## config.mk

```make
export PLATFORM = sky130hd
export DESIGN_NAME = byte_alu
export DESIGN_NICKNAME = d
export VERILOG_FILES = /design/src/rtl/byte_alu_pkg.sv /design/src/rtl/byte_alu_addsub.sv /design/src/rtl/byte_alu_bitwise.sv /design/src/rtl/byte_alu_shift.sv /design/src/rtl/byte_alu.sv
export SDC_FILE = /design/constraint.sdc
export NUM_CORES = 1
export LEC_CHECK = 0
export ABC_AREA = 1
export BUFFER_PORTS_ARGS = -buffer_cell sky130_fd_sc_hd__buf_2
export CORE_ASPECT_RATIO = 0.75
export CORE_MARGIN = 2
export CORE_UTILIZATION = 60
export DETAILED_ROUTE_END_ITERATION = 8
export PLACE_DENSITY_LB_ADDON = 0.08
export SLEW_MARGIN = 10
export SYNTH_ARGS = -nofsm -noshare
export SYNTH_HDL_FRONTEND = slang
export SYNTH_SLANG_ARGS = --single-unit
```

## constraint.sdc

```tcl
create_clock -name vclk -period 6.8
set_input_delay 1.02 -clock vclk [all_inputs]
set_output_delay 1.02 -clock vclk [all_outputs]
set_load 0.03 [all_outputs]
```

## src/rtl/byte_alu_pkg.sv

```systemverilog
package byte_alu_pkg;

  typedef enum logic [4:0] {
    OP_ADD    = 5'd0,
    OP_ADDC   = 5'd1,
    OP_SUB    = 5'd2,
    OP_SUBC   = 5'd3,
    OP_CMP    = 5'd4,
    OP_CMPC   = 5'd5,
    OP_NEG    = 5'd6,
    OP_INC    = 5'd7,
    OP_DEC    = 5'd8,
    OP_AND    = 5'd9,
    OP_OR     = 5'd10,
    OP_XOR    = 5'd11,
    OP_CLRB   = 5'd12,
    OP_COM    = 5'd13,
    OP_SHL    = 5'd14,
    OP_SHR    = 5'd15,
    OP_RLC    = 5'd16,
    OP_RRC    = 5'd17,
    OP_SAR    = 5'd18,
    OP_SWAP   = 5'd19,
    OP_SETALL = 5'd20
  } alu_op_e;

  localparam int FLAG_N = 6;
  localparam int FC = 0;
  localparam int FZ = 1;
  localparam int FN = 2;
  localparam int FV = 3;
  localparam int FS = 4;
  localparam int FH = 5;

  typedef logic [FLAG_N-1:0] flag_t;

  localparam flag_t MASK_ALL   = 6'h3F;
  localparam flag_t MASK_ZNVS  = 6'h1E;
  localparam flag_t MASK_ZCNVS = 6'h1F;
  localparam flag_t MASK_NONE  = 6'h00;

endpackage

```

## src/rtl/byte_alu_addsub.sv

```systemverilog
module byte_alu_addsub
  import byte_alu_pkg::*;
#(
  parameter int W = 8
) (
  input  logic [W-1:0] x_i,
  input  logic [W-1:0] y_i,
  input  logic         cin_i,
  input  logic         sub_i,
  input  logic         chain_i,
  input  logic         zprev_i,
  output logic [W-1:0] r_o,
  output flag_t        f_o
);
  localparam int HW = W / 2;

  logic [W-1:0] y_eff;
  logic         ci_eff;
  logic [W:0]   full;
  logic [HW:0]  low;

  always_comb begin
    y_eff  = sub_i ? ~y_i : y_i;
    ci_eff = sub_i ? ~cin_i : cin_i;
    full   = {1'b0, x_i} + {1'b0, y_eff} + {{W{1'b0}}, ci_eff};
    low    = {1'b0, x_i[HW-1:0]} + {1'b0, y_eff[HW-1:0]} + {{HW{1'b0}}, ci_eff};
    r_o    = full[W-1:0];
    f_o        = '0;
    f_o[FC]    = full[W] ^ sub_i;
    f_o[FH]    = low[HW] ^ sub_i;
    f_o[FN]    = full[W-1];
    f_o[FV]    = (x_i[W-1] == y_eff[W-1]) && (full[W-1] != x_i[W-1]);
    f_o[FZ]    = (full[W-1:0] == '0) && (!chain_i || zprev_i);
    f_o[FS]    = f_o[FN] ^ f_o[FV];
  end

endmodule

```

## src/rtl/byte_alu_bitwise.sv

```systemverilog
module byte_alu_bitwise
  import byte_alu_pkg::*;
#(
  parameter int W = 8
) (
  input  alu_op_e      op_i,
  input  logic [W-1:0] x_i,
  input  logic [W-1:0] y_i,
  output logic [W-1:0] r_o,
  output flag_t        f_o
);
  always_comb begin
    unique case (op_i)
      OP_AND:  r_o = x_i & y_i;
      OP_OR:   r_o = x_i | y_i;
      OP_XOR:  r_o = x_i ^ y_i;
      OP_CLRB: r_o = x_i & ~y_i;
      OP_COM:  r_o = ~x_i;
      default: r_o = '0;
    endcase
    f_o     = '0;
    f_o[FC] = 1'b1;
    f_o[FV] = 1'b0;
    f_o[FN] = r_o[W-1];
    f_o[FZ] = (r_o == '0);
    f_o[FS] = r_o[W-1];
  end

endmodule

```

## src/rtl/byte_alu_shift.sv

```systemverilog
module byte_alu_shift
  import byte_alu_pkg::*;
#(
  parameter int W = 8
) (
  input  alu_op_e      op_i,
  input  logic [W-1:0] x_i,
  input  logic         cin_i,
  output logic [W-1:0] r_o,
  output flag_t        f_o
);
  localparam int HW = W / 2;

  logic fill;

  always_comb begin
    fill = 1'b0;
    r_o  = '0;
    unique case (op_i)
      OP_SHR:    fill = 1'b0;
      OP_RRC:    fill = cin_i;
      OP_SAR:    fill = x_i[W-1];
      default:   fill = 1'b0;
    endcase
    unique case (op_i)
      OP_SHR, OP_RRC, OP_SAR: r_o = {fill, x_i[W-1:1]};
      OP_SWAP:                r_o = {x_i[HW-1:0], x_i[W-1:HW]};
      OP_SETALL:              r_o = '1;
      default:                r_o = '0;
    endcase
    f_o     = '0;
    f_o[FC] = x_i[0];
    f_o[FN] = r_o[W-1];
    f_o[FV] = r_o[W-1] ^ x_i[0];
    f_o[FZ] = (r_o == '0);
    f_o[FS] = f_o[FN] ^ f_o[FV];
  end

endmodule

```

## src/rtl/byte_alu.sv

```systemverilog
module byte_alu
  import byte_alu_pkg::*;
#(
  parameter int W = 8
) (
  input  logic [4:0]   op_i,
  input  logic [W-1:0] a_i,
  input  logic [W-1:0] b_i,
  input  logic         c_i,
  input  logic         z_i,
  output logic [W-1:0] res_o,
  output logic [5:0]   flags_o,
  output logic [5:0]   fwe_o
);
  alu_op_e op;
  assign op = alu_op_e'(op_i);

  logic [W-1:0] as_x, as_y, as_r, bw_r, sh_r;
  logic         as_ci, as_sub, as_chain;
  flag_t        as_f, bw_f, sh_f;

  // operand steering for the shared adder
  always_comb begin
    as_x     = a_i;
    as_y     = b_i;
    as_ci    = 1'b0;
    as_sub   = 1'b0;
    as_chain = 1'b0;
    unique case (op)
      OP_ADDC:         as_ci = c_i;
      OP_SUB, OP_CMP:  as_sub = 1'b1;
      OP_SUBC, OP_CMPC: begin
        as_sub   = 1'b1;
        as_ci    = c_i;
        as_chain = 1'b1;
      end
      OP_NEG: begin
        as_x   = '0;
        as_y   = a_i;
        as_sub = 1'b1;
      end
      OP_INC:          as_y = {{(W-1){1'b0}}, 1'b1};
      OP_DEC: begin
        as_y   = {{(W-1){1'b0}}, 1'b1};
        as_sub = 1'b1;
      end
      OP_SHL:          as_y = a_i;
      OP_RLC: begin
        as_y  = a_i;
        as_ci = c_i;
      end
      default: ;
    endcase
  end

  byte_alu_addsub #(.W(W)) u_addsub (
    .x_i(as_x), .y_i(as_y), .cin_i(as_ci), .sub_i(as_sub),
    .chain_i(as_chain), .zprev_i(z_i), .r_o(as_r), .f_o(as_f)
  );

  byte_alu_bitwise #(.W(W)) u_bitwise (
    .op_i(op), .x_i(a_i), .y_i(b_i), .r_o(bw_r), .f_o(bw_f)
  );

  byte_alu_shift #(.W(W)) u_shift (
    .op_i(op), .x_i(a_i), .cin_i(c_i), .r_o(sh_r), .f_o(sh_f)
  );

  // result, flag and mask selection
  always_comb begin
    res_o   = '0;
    flags_o = '0;
    fwe_o   = MASK_NONE;
    unique case (op)
      OP_ADD, OP_ADDC, OP_SUB, OP_SUBC, OP_CMP, OP_CMPC, OP_NEG,
      OP_SHL, OP_RLC: begin
        res_o = as_r; flags_o = as_f; fwe_o = MASK_ALL;
      end
      OP_INC, OP_DEC: begin
        res_o = as_r; flags_o = as_f; fwe_o = MASK_ZNVS;
      end
      OP_AND, OP_OR, OP_XOR, OP_CLRB: begin
        res_o = bw_r; flags_o = bw_f; fwe_o = MASK_ZNVS;
      end
      OP_COM: begin
        res_o = bw_r; flags_o = bw_f; fwe_o = MASK_ZCNVS;
      end
      OP_SHR, OP_RRC, OP_SAR: begin
        res_o = sh_r; flags_o = sh_f; fwe_o = MASK_ZCNVS;
      end
      OP_SWAP, OP_SETALL: begin
        res_o = sh_r; flags_o = '0; fwe_o = MASK_NONE;
      end
      default: ;
    endcase
  end

  // checks on the selected outputs
  always_comb begin
    if (fwe_o[FS]) begin
      AST_SIGN_RULE: assert (flags_o[FS] == (flags_o[FN] ^ flags_o[FV]));
    end
    if (op == OP_INC || op == OP_DEC) begin
      AST_INCDEC_KEEP_CARRY: assert (!fwe_o[FC] && !fwe_o[FH]);
    end
    if ((op == OP_SUBC || op == OP_CMPC) && !z_i) begin
      AST_ZERO_CHAIN: assert (!flags_o[FZ]);
    end
    if (op == OP_AND || op == OP_OR || op == OP_XOR || op == OP_CLRB) begin
      AST_LOGIC_NO_OVF: assert (!flags_o[FV] && fwe_o[FV]);
    end
    if (op == OP_COM) begin
      AST_COM_CARRY: assert (flags_o[FC] && res_o == ~a_i);
    end
    if (op == OP_SWAP || op == OP_SETALL) begin
      AST_NO_FLAG_WRITE: assert (fwe_o == '0);
    end
    if (op_i > 5'd20) begin
      AST_UNUSED_CODE: assert (fwe_o == '0 && res_o == '0);
    end
    if (op == OP_SHR) begin
      AST_SHR_POSITIVE: assert (!flags_o[FN] && flags_o[FC] == a_i[0]);
    end
  end

endmodule

```

Word-level counts from Yosys, hierarchy flattened. Index checks and enable logic that the tools add are counted.

Output and inout port bits: 20. Bits in registers: 0. Input port bits: 23. Word-level logic and storage cells: 72.

Bitwise logic cells: 13. Add/sub/neg operators: 4. Muxes and demuxes: 13. Reductions and logical operators: 20. Eq/ne operators: 22.

Operators with widths (number): case mux 8 bit (3 select lines) (2); == test 5 x 4 -> 1 bit, second input constant (8); case mux 8 bit (5 select lines) (1); case mux 6 bit (3 select lines) (2); == test 5 bit, second input constant (5); zero test 8 bit (3); NOT 8 bit (3); == test 5 x 3 -> 1 bit, second input constant (4); AND 8 bit (2); 2-to-1 mux 8 bit (2); case mux 8 bit (2 select lines) (1); OR reduction 6 bit (2); OR reduction 11 bit (1); == test 5 x 2 -> 1 bit, second input constant (2); OR reduction 5 bit (2); adder 8 x 8 -> 9 bit (1); adder 9 x 1 -> 9 bit (1); OR reduction 9 bit (1); bitwise OR 8 bit (1); OR reduction 4 bit (2); XOR 8 bit (1); OR reduction 3 bit (2); adder 4 x 4 -> 5 bit (1); adder 5 x 1 -> 5 bit (1); 12 further kinds (21).

Longest topological paths before layout. Gate-level depths: netlist of the first run.

Depth in word-level cells: 11. Depth in mapped cells: 19. Depth with buffers taken out: 19.

Hierarchy. A second synthesis of the first run with hierarchy kept.

Cell total of the unflattened synthesis: 481. Area, all modules: 2630.0 µm².

Modules (own cells, without submodules): byte_alu (times used 1, cells each 160, sequential area each 0.0 µm², area each 884.6 µm²); byte_alu_bitwise (times used 1, cells each 143, sequential area each 0.0 µm², area each 750.7 µm²); byte_alu_addsub (times used 1, cells each 104, sequential area each 0.0 µm², area each 611.8 µm²); byte_alu_shift (times used 1, cells each 74, sequential area each 0.0 µm², area each 382.9 µm²).

Worst setup path before layout of the first run. No wires, ideal clock.

Path type: input port to output port. From: input op_i[4]. To: output res_o[4]. Stages: 15. Buffers on the path: 1. Setup slack: 2011 ps. Data required time: 5780 ps. Arrival: 3769 ps. Path through: inv_2 buf_2 nand2_1 o22ai_4 inv_1 nand2_4 o21ai_1 xor2_1 fa_1 fa_1 inv_1 nand3_1 nand2_1 xor2_1 o211ai_1.

Word-level cells in the longest chain between the ends: 8. Elaborated cells on any way between the ends: 42. Those cells by class: add/sub: 2; eq/ne: 20; mux: 9; bitwise: 2; reduce/logical: 9.

Ends and longest elaborated chain: start, declared (line byte_alu.sv:6) `input logic [4:0] op_i,`; == test 5 x 3 -> 1 bit, or another cell as far along (line byte_alu.sv:29, byte_alu.sv:74); OR reduction 3 bit (no line) / OR reduction 2 bit (equally long branches); case mux 8 bit (2 select lines) (line byte_alu.sv:29) `unique case (op)`; NOT 8 bit (line byte_alu_addsub.sv:23) `y_eff = sub_i ? ~y_i : y_i;`; 2-to-1 mux 8 bit (line byte_alu_addsub.sv:23); adder 8 x 8 -> 9 bit (line byte_alu_addsub.sv:25) `full = {1'b0, x_i} + {1'b0, y_eff} + {{W{1'b0}}, ci_eff};`; adder 9 x 1 -> 9 bit (line byte_alu_addsub.sv:25); case mux 8 bit (3 select lines) * (line byte_alu.sv:74) `unique case (op)`; end, declared (line byte_alu.sv:11) `output logic [W-1:0] res_o,`.

Every way passes the cells marked *; elsewhere a longest branch is shown, timed or not.

Worst setup path in the final report of the first run.
From: input op_i[0]. To: output flags_o[1].

Word-level cells in the longest chain between the ends: 10. Elaborated cells on any way between the ends: 50. Those cells by class: add/sub: 2; eq/ne: 20; mux: 11; bitwise: 2; reduce/logical: 15.

Ends and longest elaborated chain: == test 5 x 3 -> 1 bit, or another cell as far along (line byte_alu.sv:29, byte_alu.sv:74); OR reduction 3 bit (no line) / OR reduction 2 bit (equally long branches); case mux 8 bit (2 select lines) (line byte_alu.sv:29); NOT 8 bit (line byte_alu_addsub.sv:23); 2-to-1 mux 8 bit (line byte_alu_addsub.sv:23); adder 8 x 8 -> 9 bit (line byte_alu_addsub.sv:25); adder 9 x 1 -> 9 bit (line byte_alu_addsub.sv:25); zero test 8 bit (line byte_alu_addsub.sv:33) `f_o[FZ] = (full[W-1:0] == '0) && (!chain_i || zprev_i);`; logical AND 1 bit (line byte_alu_addsub.sv:33); case mux 6 bit (3 select lines) * (line byte_alu.sv:74); end, declared (line byte_alu.sv:12) `output logic [5:0] flags_o,`.

Marks and branches as above.

==> flow_summary.toml, run 1 <==
[run_status]
run_status = "finished, final reports clean"

[synth]
synth_top_family_by_area = "simple AND/OR/NAND/NOR gates"
synth_xor_area_share_pct = 6.403
synth.mux.area_fraction_pct = 0
synth-simple-area-share_pct = 49.31
yosysMostFrequentCell = "nand2_1"
synth_seq_area_share_pct = 0
synthDistinctLibCells = 41
yosysWarningCount = 0
avgSynthCellArea_um2 = 5.608
synth_top_area_share_pct = 17.82
synth_area_leaders = "nand2_1 18%, ha_1 9.9%, inv_1 8.1%, nor2_1 7.5%, nand3_1 7.4%"
synth_top_area_cell = "nand2_1"
netlist_instances = 338
synthAdderAreaFrac_pct = 12.01
synth.cell_area_mm2 = 0.001896
syn-num-nets = 378
ys_top_cells_by_count = "90 x nand2_1, 41 x inv_1, 38 x nor2_1"
synth_compound_area_share_pct = 18.48

[routing]
vias = 2470
wl_per_cell_um = 15.21
drt_pass1_iterations = 5
drcViolationCount = 0
drt-total-wl_um = 6265
drt-vias-per-instance = 5.995
ant_nets = 0
drt_iter0_drc = 395

[die]
io_pins = 43
fp.dieH_um = 52.68
core-area_mm2 = 0.002978
start_util_pct = 63.66
rows = 17
die_w_um = 68.90
die_area_mm2 = 0.003629

[sta]
min_period_ns = 5.250
setup_viol = 0
finalWorstSetupSlack_ns = 1.550
setup-tns-final_ns = 0
slew_headroom_pct = 71.21
max_freq_mhz = 190.5
fin_crit_sh_pct = 77.20
slew_violations = 0
hold_violations = 0
tightest_slew_ns = 0.4314
rsz0062_at_grt = "false"

[layout]
drive_gt1_share_pct = 21.66
design.seq.count = 0
stdcell_area_mm2 = 0.002101
clock_buffers = 0
layout.area.seq_um2 = 0
diodes = 0
fin_nets = 416
syn_to_final_growth_pct = 10.82
nFillCells = 287

[clock_tree]
cts_setup_buffers = 0
holdBufCountCts = 0
ctsResizeCount = 0

[placement]
dp_slack_ns = 1.611
hpwl_um = 5225
port_buffers = 43
gp_congestion = 1.069
dpl-instance-area_mm2 = 0.002101

[hold_path]
holdCritPathClass = "input port to output port"
hold_depth = 4

[grt]
grt_usage_pct = 36.22
first_global_vias = 2011
grt_overflow_total = 0
antenna_found_initial = 0
grt_first_pass_wirelength_um = 9749
grt_max_degree = 15

[critical_path]
crit_required_ns = 5.78
crit_fanout = 8
worstPathArrival_ns = 4.23
startpoint = "op_i[0]"
critPathKind = "input port to output port"
cp-endpoint = "flags_o[1]"
cp-end-kind = "output port"
cp-start-kind = "input port"

[pwr]
peakVddDrop_mv = 0.1045
p_leak_nw = 1.183
power.density_mw_per_mm2 = 121.2

[run]
cap_violations = 0
-- final cells by class --
| cell class | instances | area [µm²] | area share [%] |
|---|---|---|---|
| multi-input cells | 280 | 1634 | 77.78 |
| repair buffers | 43 | 215.2 | 10.24 |
| inverters | 51 | 203.9 | 9.708 |
| well taps | 38 | 47.55 | 2.263 |
-- per-layer routing --
metal	track usage [%]	share of wire, %	vias to the layer above
li1	-	-	1191
met1	56.73	45	1080
met2	51.12	38	179
met3	5.806	14	20
met4	5.882	2.4	0
met5	0	0	-
-- cells in the final DEF, fill, tap and decap left out, drive strengths merged, types with 7 or more instances in the layout --
cell type	synthesis	routed
nand2	96	96
inv	49	49
nor2	47	47
buf	7	43
nand3	31	31
a21oi	20	20
o21ai	16	16
ha	15	15
nand4	13	13
xor2	11	11
o22ai	10	10
o211ai	7	7
-- where the power goes --
group | internal, mW | switching (mW)
Clock | 0 | 0
Sequential | 0 | 0
Combinational | 0.0784 | 0.176
-- through the flow --
stage / std cells / power [mW] / hold WS (ns) / utilization [%]
floorplan: 338 / 0.1852 / 2.326 / -
global placement: 412 / 0.2461 / 2.512 / 70.55
detailed placement: 412 / 0.2480 / 2.507 / 70.55
CTS: 412 / 0.2491 / 2.508 / 70.55
global route: 412 / 0.2786 / 2.543 / 70.55
finish: 412 / 0.2546 / 2.516 / 70.55
-- cell families after synthesis --
| kind of cell | after synthesis |
|---|---|
| fa+ha+maj | 17 |
| xor+xnor | 13 |
| buf+inv | 58 |
| compound gates | 55 |
| simple gates | 195 |
-- worst max-delay path, cell delays in order --
cell	delay [ns]
buf_2	0.18
nand2_1	0.10
inv_1	0.15
nand2_1	0.14
o22ai_4	0.22
inv_1	0.10
nand2_4	0.11
o21ai_1	0.08
xor2_1	0.16
fa_1	0.45
fa_1	0.42
inv_1	0.09
nand3_1	0.06
nand2_1	0.15
xor2_1	0.22
nand2_1	0.07
nor2_1	0.11
nand4_1	0.12
nand3_2	0.09
buf_2	0.19
-- how the worst min path moves through the flow --
stage               slack, ns     from  endpoint
global route             2.54   a_i[3]  res_o[2]
detailed placement       2.51   a_i[3]  res_o[2]
CTS                      2.51   a_i[3]  res_o[2]
global placement         2.51   a_i[3]  res_o[2]
finish                   2.52   a_i[3]  res_o[2]
floorplan                2.33  op_i[3]  fwe_o[5]
Note: power is estimated with default switching activity, not from simulation.
==> inputs of run 2 (changes only) <==
Settings changed: CORE_UTILIZATION 60 to 53.
Clock period 6.8 ns to 4.3 ns, I/O delays scaled along.
==> run 2 against run 1 <==
Worst hold slack worse by 0.75 ns. Critical path type unchanged. Highest routed layer unchanged. Sequential cell count stayed put. Global-route usage is 5.4 points lower. Routed wire length is 0.49% lower. Critical path depth is 1 lower.
==> flow_summary.toml, run 2 (synthesis results as in run 1) <==
[grt]
grtUsageMet1_pct = 48.10
grt_use_met3_pct = 6.341
grt_usage_pct = 30.79
antenna_found_initial = 0
grt_overflow_total = 0
first_global_vias = 2121
grt_use_met2_pct = 44.53
grt_first_pass_wirelength_um = 10110
grt-busiest-layer = "met1"
grt_max_degree = 12

[critical_path]
cpLargestDelayFamily = "buffers and inverters"
cpMostUsedCell = "nand2_2"
crit_buf_inv = 6
worstPathArrival_ns = 3.47
cp-start-kind = "input port"
crit_required_ns = 3.65
crit_fanout = 8
critical_path.slowest_cell = "ha_1"
path_cells = "buf_2, inv_2, nand2_2, nor2_4, nand2_1, nand2_2, clkinv_4, buf_4, o22ai_1, xor2_1, ha_1, a21oi_1, nand2_2, buf_4, a21oi_1, or2_1, nand3_1, nand2_1, buf_2"
cp-end-kind = "output port"
critPathKind = "input port to output port"
cp_slowest_stage_delay_ns = 0.32

[die]
die_w_um = 73.06
rows = 18
die_area_mm2 = 0.004076
core-area_mm2 = 0.003356
io_pins = 43
start_util_pct = 56.49
fp.dieH_um = 55.79

[sta]
setup_viol = 0
max_freq_mhz = 243.1
slew_violations = 0
hold-worst-slack_ns = 1.768
fin_crit_sh_pct = 95.67
setup-tns-final_ns = 0
hold_violations = 0
slew_headroom_pct = 68.74
rsz0062_at_grt = "false"
tightest_slew_ns = 0.4684
min_period_ns = 4.114

[placement]
hpwl_um = 5163
gp_congestion = 1.014
dpl-instance-area_mm2 = 0.002156
placed_cells = 421
port_buffers = 43

[layout]
nFillCells = 325
syn_to_final_growth_pct = 15.64
diodes = 0
design.seq.count = 0
clock_buffers = 0
final_cell_mix = "88 x nand2_1, 40 x inv_1, 40 x buf_2"
fin_nets = 424
drive_gt1_share_pct = 25.13
final_common_cell = "nand2_1"
layout.area.seq_um2 = 0
multiInputGateArea_mm2 = 0.001655
stdcell_area_mm2 = 0.002192
stdcell_count = 422
fin_util_pct = 65.32

[hold_path]
holdCritPathClass = "input port to output port"

[run]
cap_violations = 0

[clock_tree]
holdBufCountCts = 0

[pwr]
power.density_mw_per_mm2 = 187.5
p_leak_nw = 1.223
peakVddDrop_mv = 0.1675

[routing]
drt_pass1_iterations = 5
drt-vias-per-instance = 5.680
ant_nets = 0
wl_per_cell_um = 14.77
drt_iter0_drc = 171
drt-total-wl_um = 6234
drcViolationCount = 0
vias = 2397

[run_status]
run_status = "finished, final reports clean"
## run 2: changes by cell type in the layout (fill, tap and decap cells not counted)
cell and delta:
fa_1 -2, clkbuf_4 +2, a21oi_1 -1, fa_2 +2
a21oi_2 +1, nand2_1 -2, buf_2 -3, nand2_2 +2
inv_2 +1, xor2_1 -1, xor2_2 +1, inv_1 -1
buf_4 +9
## run 2: metrics by stage
stage	setup slack [ns]	total power, mW
3_5_place_dp	0.007708	0.3908
5_1_grt	0.01159	0.4471
2_1_floorplan	0.2614	0.2929
3_3_place_gp	0.04033	0.3903
4_1_cts	0.03196	0.3929
6_report	0.1862	0.4111
## run 2: cell type report
class | instances | area share [%]
multi-input combinational | 280 | 75.51
tap | 40 | 2.283
timing repair buffer | 51 | 12.90
inverter | 51 | 9.304
## run 2: worst paths after layout
path | from | depth (start not counted) | to
setup / recovery | op_i[3] | 19 | flags_o[0]
hold / removal | a_i[3] | 4 | res_o[2]
## run 2: metal layers
| layer | up-vias | wire length [µm] |
|---|---|---|
| met4 | 0 | 31 |
| li1 | 1202 | - |
| met5 | - | 0 |
| met2 | 138 | 2571 |
| met3 | 5 | 776 |
| met1 | 1052 | 2855 |
## run 2: power by group
group | total (mW) | leakage [nW] | internal, mW | switching [mW]
clock | 0 | 0 | 0 | 0
combinational | 0.411 | 1.22 | 0.134 | 0.277
sequential | 0 | 0 | 0 | 0
## run 2: repair_timing
action                                  4_1_cts  5_1_grt
endpoints found under the hold margin         0        0
pin swaps                                     0        1
endpoints found under the setup margin        1        4
gates resized for setup                       1        9
setup buffers                                 0        1
==> inputs of run 3 (changes only) <==
Settings changed: BUFFER_PORTS_ARGS -buffer_cell sky130_fd_sc_hd__buf_2 to -buffer_cell sky130_fd_sc_hd__buf_4.
==> run 3 against run 2 <==
Worst hold slack got worse by 0.030 ns. Sequential cell count unchanged. First-iteration DRC count increased by 82%. Sequential share of layout area unchanged. Via count increased by 1.9%. Worst setup slack improved by 0.021 ns. Count of clock-buffer cells in the layout unchanged. Design area increased by 4.5%. Non-clock buffer count unchanged. Largest cell class unchanged. Highest routed layer unchanged.
==> flow_summary.toml, run 3 (synthesis results as in run 1) <==
[die]
core-area_mm2 = 0.003356
die_w_um = 73.06
die_area_mm2 = 0.004076
io_pins = 43
start_util_pct = 56.49
fp.dieH_um = 55.79
rows = 18

[sta]
finalWorstSetupSlack_ns = 0.2072
min_period_ns = 4.093
hold-worst-slack_ns = 1.738
max_freq_mhz = 244.3
slew_violations = 0
setup_viol = 0
fin_crit_sh_pct = 95.18
setup-tns-final_ns = 0
slew_headroom_pct = 66.57
tightest_slew_ns = 0.5009
hold_violations = 0

[routing]
wl_per_cell_um = 15.03
ant_nets = 0
drt-vias-per-instance = 5.787
drcViolationCount = 0
drt-total-wl_um = 6343
drt_pass1_iterations = 4
drt_iter0_drc = 311
vias = 2442

[layout]
drive_gt1_share_pct = 24.87
syn_to_final_growth_pct = 20.86
fin_nets = 424
stdcell_area_mm2 = 0.002291
clock_buffers = 0
final_common_cell = "nand2_1"
final_cell_mix = "88 x nand2_1, 51 x buf_4, 40 x inv_1"
stdcell_count = 422
fin_util_pct = 68.27
design.seq.count = 0
diodes = 0
layout.area.seq_um2 = 0

[placement]
dp_slack_ns = 0.03300
hpwl_um = 5158
port_buffers = 43
gp_congestion = 0.9732
dpl-instance-area_mm2 = 0.002248
placed_cells = 419

[grt]
grt_overflow_total = 0
antenna_found_initial = 0
first_global_vias = 2067
grt_max_degree = 12
grt_usage_pct = 30.73
grt_first_pass_wirelength_um = 10200

[critical_path]
cp_slowest_stage_delay_ns = 0.39
cp-start-kind = "input port"
crit_required_ns = 3.65
critical_path.slowest_cell = "fa_2"
worstPathArrival_ns = 3.45
crit_fanout = 8
cpMostUsedCell = "nand2_2"
path_cells = "buf_4, inv_4, nand2_2, nor2_4, nand2_1, nand2_2, clkinv_4, nand2_4, o21ai_1, xor2_1, fa_2, fa_2, inv_1, nand3_1, nand2_2, xor2_2, nand2_1, nor2_1, nand4_1, nand3_2, buf_4"
critPathKind = "input port to output port"
cp-end-kind = "output port"

[hold_path]
holdCritPathClass = "input port to output port"

[run]
cap_violations = 0

[run_status]
run_status = "finished, final reports clean"

[pwr]
total_power_uw = 435.1
p_leak_nw = 1.250
power.density_mw_per_mm2 = 189.9
peakVddDrop_mv = 0.1788
run 3: cell count changes in the layout (fill, tap and decap cells not counted), sizes merged:
cell,change
clkbuf,-2
buf,+2
run 3: final timing paths:
check | slack [ns] | cells after the start | to | from
worst max-delay path | 0.21 | 21 | flags_o[1] | op_i[3]
worst min-delay path | 1.74 | 4 | res_o[2] | a_i[3]
run 3: per-layer routing:
layer	GRT usage [%]	vias up	wire, µm
li1	-	1208	-
met1	49.02	1096	2907
met2	44.40	127	2616
met3	4.348	11	734
met4	2.381	0	86
met5	0	-	0
run 3: power breakdown:
group,switching (mW),internal [mW]
Sequential,0,0
Combinational,0.281,0.154
Clock,0,0
run 3: final cells by class:
class	instances	area, µm²
Timing Repair Buffer	51	382.9
Multi-Input combinational cell	280	1652
Tap cell	40	50.05
Inverter	51	206.4
Fill cell	332	1065
run 3: what timing repair did:
item                                    CTS  global route
resized for setup                         0             8
endpoints found under the setup margin    0             5
setup buffers                             0             3
hold buffers                              0             0
run 3: worst max-delay path, delay by kind of cell:
family / cells / cell delay (ns)
and+or+nand+nor: 11 / 1.11
buffers and inverters: 5 / 0.52
xor gates and xnor gates: 2 / 0.32
AOI/OAI and AO/OA: 1 / 0.08
adders and majority gates: 2 / 0.74
